==> src/rtl/can_flag_pkg.sv <==
package can_flag_pkg;

    localparam int CRC_W = 15;
    localparam logic [CRC_W-1:0] CRC_POLY = 15'h4599;
    localparam int FLAG_N = 6;
    localparam int STAT_W = 8;
    localparam int BIT_SUM = 7;

    typedef enum logic [2:0] {
        FLD_IDLE    = 3'd0,
        FLD_SOF     = 3'd1,
        FLD_BODY    = 3'd2,
        FLD_CRC     = 3'd3,
        FLD_CRC_DEL = 3'd4,
        FLD_ACK     = 3'd5,
        FLD_ACK_DEL = 3'd6,
        FLD_EOF     = 3'd7
    } fld_e;

    // Member order fixes the register bit positions 5..0.
    typedef struct packed {
        logic tmr_wrap;
        logic buf_full;
        logic stuff;
        logic crc;
        logic form;
        logic ack;
    } flags_t;

    function automatic logic [CRC_W-1:0] crc_step(input logic [CRC_W-1:0] c,
                                                  input logic b);
        logic fb;
        fb = b ^ c[CRC_W-1];
        return {c[CRC_W-2:0], 1'b0} ^ (fb ? CRC_POLY : '0);
    endfunction

    function automatic logic in_stuff_zone(input fld_e f);
        return (f == FLD_SOF) || (f == FLD_BODY) || (f == FLD_CRC);
    endfunction

endpackage

==> src/rtl/can_stuff_chk.sv <==
module can_stuff_chk
    import can_flag_pkg::*;
#(
    parameter int RUN_LIMIT = 5
) (
    input  logic clk,
    input  logic rst,
    input  logic bit_valid,
    input  logic rx_bit,
    input  fld_e fld,
    output logic err
);
    localparam int RUN_W = $clog2(RUN_LIMIT + 2);
    localparam logic [RUN_W-1:0] RUN_MAX = RUN_W'(RUN_LIMIT + 1);

    logic [RUN_W-1:0] run_q;
    logic             last_q;
    logic             active;
    logic             same;

    assign active = bit_valid && in_stuff_zone(fld);
    assign same   = (fld != FLD_SOF) && (rx_bit == last_q);
    assign err    = active && same && (run_q >= RUN_W'(RUN_LIMIT));

    always_ff @(posedge clk) begin
        if (rst) begin
            run_q  <= '0;
            last_q <= 1'b1;
        end else if (active) begin
            last_q <= rx_bit;
            if (!same)
                run_q <= RUN_W'(1);
            else if (run_q != RUN_MAX)
                run_q <= run_q + RUN_W'(1);
        end
    end

    // the run counter never passes its saturation value
    p_run_bounded_r6: assert property (@(posedge clk) disable iff (rst)
        run_q <= RUN_MAX);

    // a start-of-frame bit restarts the run at one
    p_sof_restart_r6: assert property (@(posedge clk) disable iff (rst)
        (bit_valid && fld == FLD_SOF) |=> (run_q == RUN_W'(1)));

endmodule

==> src/rtl/can_crc_chk.sv <==
module can_crc_chk
    import can_flag_pkg::*;
(
    input  logic clk,
    input  logic rst,
    input  logic bit_valid,
    input  logic rx_bit,
    input  logic stuff_slot,
    input  fld_e fld,
    output logic err
);
    logic [CRC_W-1:0] rem_q;
    logic             feed;

    assign feed = bit_valid && !stuff_slot && in_stuff_zone(fld);
    assign err  = bit_valid && (fld == FLD_CRC_DEL) && (rem_q != '0);

    always_ff @(posedge clk) begin
        if (rst)
            rem_q <= '0;
        else if (feed)
            rem_q <= crc_step((fld == FLD_SOF) ? '0 : rem_q, rx_bit);
    end

    // a dominant start-of-frame bit leaves a zero remainder
    p_sof_zero_rem_r7: assert property (@(posedge clk) disable iff (rst)
        (bit_valid && !stuff_slot && fld == FLD_SOF && !rx_bit) |=> (rem_q == '0));

    // stuff bits never alter the remainder
    p_stuff_skipped_r7: assert property (@(posedge clk) disable iff (rst)
        (bit_valid && stuff_slot) |=> $stable(rem_q));

endmodule

==> src/rtl/can_flag_reg.sv <==
module can_flag_reg
    import can_flag_pkg::*;
(
    input  logic              clk,
    input  logic              rst,
    input  flags_t            ev,
    input  logic              wr,
    input  logic [FLAG_N-1:0] wdata,
    input  logic              tmr_en,
    output flags_t            q,
    output logic              summary
);
    logic [FLAG_N-1:0] clr_mask;
    flags_t            q_n;

    assign clr_mask = wr ? ~wdata : '0;

    always_comb begin
        q_n = flags_t'((q & ~clr_mask) | ev);
    end

    always_ff @(posedge clk) begin
        if (rst)
            q <= '0;
        else
            q <= q_n;
    end

    assign summary = q.buf_full | q.stuff | q.crc | q.form | q.ack
                   | (q.tmr_wrap & tmr_en);

    // a set event is visible on the next edge even under a clear
    for (genvar i = 0; i < FLAG_N; i++) begin : g_chk
        p_set_wins_r2: assert property (@(posedge clk) disable iff (rst)
            ev[i] |=> q[i]);
        p_sticky_r2: assert property (@(posedge clk) disable iff (rst)
            (q[i] && !(wr && !wdata[i])) |=> q[i]);
    end

endmodule

==> src/rtl/can_err_irq_unit.sv <==
module can_err_irq_unit
    import can_flag_pkg::*;
#(
    parameter int TMR_W     = 16,
    parameter int RUN_LIMIT = 5
) (
    input  logic             clk,
    input  logic             rst,
    input  logic             bit_valid,
    input  logic             rx_bit,
    input  logic             stuff_slot,
    input  logic [2:0]       fld_code,
    input  logic [TMR_W-1:0] can_timer,
    input  logic             buf_full,
    input  logic             tmr_irq_en,
    input  logic             reg_wr,
    input  logic [7:0]       reg_wdata,
    output logic [7:0]       reg_rdata,
    output logic             irq
);
    localparam logic [TMR_W-1:0] TMR_TOP = '1;

    fld_e             fld;
    logic [TMR_W-1:0] tmr_prev_q;
    flags_t           ev;
    flags_t           flags;
    logic             summary;
    logic             stuff_err;
    logic             crc_err;
    logic             unused_wr_hi;

    assign fld          = fld_e'(fld_code);
    assign unused_wr_hi = ^reg_wdata[7:6];

    always_ff @(posedge clk) begin
        if (rst)
            tmr_prev_q <= '0;
        else
            tmr_prev_q <= can_timer;
    end

    can_stuff_chk #(.RUN_LIMIT(RUN_LIMIT)) u_stuff (
        .clk       (clk),
        .rst       (rst),
        .bit_valid (bit_valid),
        .rx_bit    (rx_bit),
        .fld       (fld),
        .err       (stuff_err)
    );

    can_crc_chk u_crc (
        .clk        (clk),
        .rst        (rst),
        .bit_valid  (bit_valid),
        .rx_bit     (rx_bit),
        .stuff_slot (stuff_slot),
        .fld        (fld),
        .err        (crc_err)
    );

    always_comb begin
        ev          = '0;
        ev.tmr_wrap = (tmr_prev_q == TMR_TOP) && (can_timer == '0);
        ev.buf_full = buf_full;
        ev.stuff    = stuff_err;
        ev.crc      = crc_err;
        ev.form     = bit_valid && !rx_bit &&
                      ((fld == FLD_CRC_DEL) || (fld == FLD_ACK_DEL) || (fld == FLD_EOF));
        ev.ack      = bit_valid && rx_bit && (fld == FLD_ACK);
    end

    can_flag_reg u_flags (
        .clk     (clk),
        .rst     (rst),
        .ev      (ev),
        .wr      (reg_wr),
        .wdata   (reg_wdata[FLAG_N-1:0]),
        .tmr_en  (tmr_irq_en),
        .q       (flags),
        .summary (summary)
    );

    assign reg_rdata = {summary, 1'b0, flags};
    assign irq       = summary;

    // a top-to-zero timer step sets the wrap flag on the next edge
    p_wrap_sets_r3: assert property (@(posedge clk) disable iff (rst)
        (tmr_prev_q == TMR_TOP && can_timer == '0) |=> reg_rdata[5]);

    // with the enable low, a lone wrap flag raises no interrupt
    p_tmr_gate_r4: assert property (@(posedge clk) disable iff (rst)
        (!tmr_irq_en && reg_rdata[4:0] == '0) |-> !irq);

    // a recessive acknowledge slot bit sets the acknowledge flag
    p_ack_sets_r9: assert property (@(posedge clk) disable iff (rst)
        (bit_valid && fld == FLD_ACK && rx_bit) |=> reg_rdata[0]);

    // a dominant end-of-frame bit sets the form flag
    p_form_sets_r8: assert property (@(posedge clk) disable iff (rst)
        (bit_valid && fld == FLD_EOF && !rx_bit) |=> reg_rdata[1]);

    // the reserved position never reads as one
    p_rsvd_low_r1: assert property (@(posedge clk) disable iff (rst)
        reg_wr |=> !reg_rdata[6]);

endmodule

==> config.mk <==
export PLATFORM = sky130hd
export DESIGN_NAME = can_err_irq_unit
export DESIGN_NICKNAME = d
export VERILOG_FILES = /design/src/rtl/can_flag_pkg.sv /design/src/rtl/can_stuff_chk.sv /design/src/rtl/can_crc_chk.sv /design/src/rtl/can_flag_reg.sv /design/src/rtl/can_err_irq_unit.sv
export SDC_FILE = /design/constraint.sdc
export NUM_CORES = 1
export LEC_CHECK = 0
export ABC_AREA = 0
export ABC_CLOCK_PERIOD_IN_PS = 1750
export BUFFER_PORTS_ARGS = -buffer_cell sky130_fd_sc_hd__clkbuf_2
export CORE_ASPECT_RATIO = 0.5
export CORE_MARGIN = 3
export CORE_UTILIZATION = 45
export CTS_BUF_LIST = sky130_fd_sc_hd__clkbuf_8
export CTS_CLUSTER_DIAMETER = 60
export CTS_CLUSTER_SIZE = 30
export DETAILED_ROUTE_END_ITERATION = 12
export PLACE_DENSITY = 0.81
export SLEW_MARGIN = 20
export SYNTH_ARGS = -nofsm -noshare
export SYNTH_HDL_FRONTEND = slang
export SYNTH_SLANG_ARGS = --single-unit
==> constraint.sdc <==
create_clock -name clk -period 1.75 [get_ports clk]
set_input_delay 0.4375 -clock clk [delete_from_list [all_inputs] [get_ports clk]]
set_output_delay 0.4375 -clock clk [all_outputs]
set_load 0.03 [all_outputs]
### Word-level counts from Yosys, hierarchy flattened

Index checks and enable logic that the tools add are counted.

* add/subtract/negate cells: 1
* magnitude comparators: 1
* equal/unequal tests: 12
* muxes and demuxes: 5
* bitwise gates (word level): 12
* reductions and logical operators: 22

Operator list (number)
* 15-bit 2-to-1 mux: 2
* 16-bit equality test (second input constant): 1
* 16-bit logical NOT: 1
* 15-bit nonzero test: 1
* 15-bit bitwise XOR: 1
* 1-bit logical AND: 13
* 3-bit equality test (second input constant): 4
* 6-bit inverter: 2
* 6-bit AND: 1
* 3-bit by 2-bit equality test with 1-bit output (second input constant): 2
* 3-bit 2-to-1 mux: 2
* 6-bit 2-to-1 mux: 1
* 6-bit OR: 1
* 1-bit OR: 5
* 1-bit logical OR: 4
* 3-bit by 1-bit adder with 3-bit output (second input constant): 1
* 3-bit by 1-bit equality test with 1-bit output (second input constant): 1
* 3-bit >= comparator (second input constant): 1
* 3-bit by 1-bit != test with 1-bit output (second input constant): 1
* 3-bit != test (second input constant): 1
* 1-bit logical NOT: 2
* 2-bit != test (second input constant): 1
* 2-bit AND reduction: 1
* 1-bit AND: 1
* 2 further kinds: 2

* register bits: 41
* input bits: 35
* output and inout bits: 9
* word-level logic and storage cells: 63

### Depth between registers and ports, before layout

* word-level depth: 7
* gate-level depth with buffers: 6
* mapped depth without buffers: 6

### Hierarchy

Synthesis repeated with hierarchy kept, for this count alone.

* cells, all modules: 195
* area, all modules: 1863.0 um^2

By module, submodules not included
* can_crc_chk: instances 1, cells each 86, area each 752.0 um^2
* can_err_irq_unit: instances 1, cells each 51, area each 534.3 um^2
* can_flag_reg: instances 1, cells each 27, area each 299.0 um^2
* can_stuff_chk: instances 1, cells each 31, area each 277.8 um^2

### Least setup slack after synthesis

Ideal clock, no wire load.

* path type: input -> register
* from: input port fld_code[1]
* to: register u_crc.rem_q[10]
* library setup time: 0.122 ns
* data arrival time: 1.608 ns
* setup slack: 0.020 ns
* cell stages on the path: 5
* buffers on the path: 1
* path through: or3b_4 a221oi_2 buf_4 a211oi_1 a311o_1

* cells in the longest elaborated chain, start to end: 5
* elaborated cells on any way between the ends: 10

RTL lines
* start: declaration: RTL line can_err_irq_unit.sv:12 `input logic [2:0] fld_code,`
* 3-bit by 1-bit equality test with 1-bit output: RTL line can_flag_pkg.sv:38, can_crc_chk.sv:22
* 15-bit 2-to-1 mux: RTL line can_crc_chk.sv:22 `rem_q <= crc_step((fld == FLD_SOF) ? '0 : rem_q, rx_bit);`
* 1-bit bitwise XOR: RTL line can_flag_pkg.sv:33 `fb = b ^ c[CRC_W-1];`
* 15-bit 2-to-1 mux: RTL line can_flag_pkg.sv:34 `return {c[CRC_W-2:0], 1'b0} ^ (fb ? CRC_POLY : '0);`
* 15-bit bitwise XOR: RTL line can_flag_pkg.sv:34
* end signal: assignment: RTL line can_crc_chk.sv:22
* end: declaration: RTL line can_crc_chk.sv:12 `logic [CRC_W-1:0] rem_q;`

Parallel ways exist; a longest one is shown, timed or not.
A chain may end at the register's enable or synchronous reset.

### Worst setup path in the final report

* from: register u_flags.q[4] (netlist name)
* to: output port reg_rdata[7]

* cells in the longest elaborated chain, start to end: 5

RTL lines
* start: declaration: RTL line can_flag_reg.sv:10 `output flags_t q,`
* start signal: assignment: RTL line can_flag_reg.sv:26 `q <= q_n;`
* 1-bit OR (4 in series): RTL line can_flag_reg.sv:29 `assign summary = q.buf_full | q.stuff | q.crc | q.form | q.ack`
* 1-bit OR: RTL line can_flag_reg.sv:30 `| (q.tmr_wrap & tmr_en);`
* end: declaration: RTL line can_err_irq_unit.sv:18 `output logic [7:0] reg_rdata,`

No other way between the ends.

==> flow_summary.yaml <==
run_status:
  outcome: "finished clean"
logic_synthesis:
  yosysWarnings: 0
  syn_inst: 195
  async_flop_share_pct: 0
  ys_ff_latch: 41
  synth_fp_nets: 233
  synth_area_leaders: "dfxtp_1 47%, nor2b_1 6.7%, a21oi_1 4.5%"
  syn_area_um2: 1764
  yosysSeqAreaShare_pct: 46.52
  ys_types: 36
  yosysTopAreaCell: "dfxtp_1"
  synth_edf_count: 0
  synth-main-ff-cell: "dfxtp_1"
  synth_top_cell_area_share_pct: 46.52
  synth_area_per_cell_um2: 9.047
placement:
  place_hpwl_um: 2896
  gp_congestion: 0.8545
  numPortBuffers: 40
  pre_cts_slack_ns: -0.1303
  placed_area_um2: 2116
drt:
  route.antenna.remaining_nets: 0
  wl_per_cell_um: 12.85
  viasPerCell: 5.445
  drc: 0
  wl_um: 3868
  firstDrtPassIters: 4
  num_vias: 1639
  first_iter_violations: 74
global_routing:
  grt_pass1_wl_um: 6513
  grt-ovfl-total: 0
  antenna_found_initial: 0
  grt_pass1_vias: 1516
  track_usage_pct: 17.23
  grt_max_degree: 32
critical_path:
  cpPeakStageDelay_ns: 0.32
  start_kind: "register"
  worstSetupPathType: "reg -> out"
  slowest_stage: "dfxtp_1"
  crit_fanout: 3
  cp.arrival_ns: 1.19
  required_ns: 1.31
  cp_top_family: "simple AND/OR/NAND/NOR gates"
  path_buf_inv: 1
  end_kind: "primary output"
  worstPathCellList: "nor4_1 -> nand2_1 -> clkbuf_2"
pwr:
  power_density_nw_per_um2: 822.7
  p_switching_mw: 0.4697
  power_frac_comb_pct: 12.3
  vdd_drop_max_mv: 0.4363
  internal-power_mw: 1.351
  report.power.total_mw: 1.821
  switching_share_pct: 25.79
  p_clk_share_pct: 33.6
  total_leakage_power_nw: 0.8975
  power.share.sequential_pct: 54.0
timing:
  worst_pin_slew_ns: 0.7655
  rsz0062_at_grt: "no"
  holdWs_ns: 0.3532
  min_period_over_period_pct: 93.26
  setup_ws_ns: 0.1179
  tns_ns: 0
  finalSetupViolCount: 0
  fin_skew_ns: 0.002793
  fmax_mhz: 612.7
  fin_crit_ns: 1.632
  slew-limit-headroom_pct: 48.50
  finalHoldViolations: 0
  slew_violations: 0
finish:
  final_cell_mix: "41 x dfxtp_1, 40 x clkbuf_2, 20 x buf_4"
  diodes: 0
  drive_above_1_share_pct: 29.20
  final_net_count: 287
  syn2layout_area_growth_pct: 25.46
  final_common_cell: "dfxtp_1"
  final_area_um2: 2213
clock_tree:
  cts.clk_slew.worst_paths_ns: 0.08
  cts.path.max_buffers: 2
  root_buffer: "clkbuf_8"
  cts_tree: "built"
  htreeDepth: 2
  cts_sinks: 41
  cts_buffers: 5
  clock_latency_ns: 0.29
floorplan:
  core_area_um2: 3603
  num_rows: 15
  die_w_um: 94.55
  die_area_um2: 4754
  start_util_pct: 48.96
  die_h_um: 50.28
  ioPinCount: 44
hold_path:
  min_path_type: "in -> reg"
flow_run:
  drv_cap: 0
[power groups by stage]
| stage | Combinational, mW | Sequential [mW] | Clock (mW) |
|---|---|---|---|
| after floorplan | 0.119 | 1.01 | 0 |
| after global placement | 0.215 | 1.00 | 0 |
| after detailed placement | 0.221 | 1.01 | 0 |
| after CTS | 0.222 | 0.984 | 0.626 |
| after global routing | 0.247 | 0.989 | 0.677 |
| final | 0.225 | 0.984 | 0.612 |
[metrics by stage]
step / cells / utilization, %
after floorplan: 195 / -
after global placement: 293 / 58.72
after detailed placement: 293 / 58.72
after CTS: 301 / 61.25
after global routing: 301 / 61.42
final: 301 / 61.42
[Yosys cell counts, types with 5 or more instances]
master,count
clkbuf_1,8
inv_1,6
dfxtp_1,41
a211oi_1,7
nor2b_1,19
nand4_1,7
nand3_1,11
a311o_1,5
a21oi_1,16
nor2_1,5
nor4_1,10
nand2_1,13
and4_1,6
o21ai_0,8
[per-layer routing]
layer | track usage (%) | wire (um)
met1 | 21.78 | 1821
met2 | 28.99 | 1766
met3 | 5.539 | 243
met4 | 3.589 | 37
met5 | 0 | 0
[tightest hold or removal path, cell delays in order]
cell,delay [ns]
clkbuf_2,0.08
inv_1,0.04
a21oi_1,0.05
[final cells by class]
type                       count  area, um2
fill                         323       1390
clock buffer                   5      68.82
sequential                    41      820.8
timing repair buffer          60      350.3
multi-input combinational    135      864.6
clock inverter                 3      22.52
inverter                       6      22.52
tap                           51      63.81
[kinds of logic (layout without fill, tap and decap cells)]
kind of cell    count (synthesis)  after routing  synth area share (%)
other cells                     1              1                0.2126
simple gates                   86             86                 29.29
compound gates                 44             44                 16.53
flops                          41             41                 46.52
xor+xnor                        1              1                0.4965
buf+inv                        19             74                 4.823
fa+ha+maj                       3              3                 2.128
[worst paths after layout]
path / start / end / slack (ns) / cells after the start
worst min register to register: u_crc.rem_q[5] / u_crc.rem_q[5] / 0.47 / 2
worst max register to register: u_stuff.run_q[0] / u_stuff.run_q[0] / 0.13 / 6
worst min-delay path: buf_full / u_flags.q[4] / 0.35 / 3
worst max-delay path: u_flags.q[4] / reg_rdata[7] / 0.12 / 3
[state kept, by name, summed over array words and instances, names as in the netlist]
name	cells
u_flags.q	6
tmr_prev_q	16
u_stuff.run_q	3
u_stuff.last_q	1
u_crc.rem_q	15
[what timing repair did]
item                                    CTS  global route
hold buffers                              0             0
endpoints found under the setup margin    0             1
resized for setup                         0             1
buffers inserted                          0             0
Power figures use the tool's default switching activity.
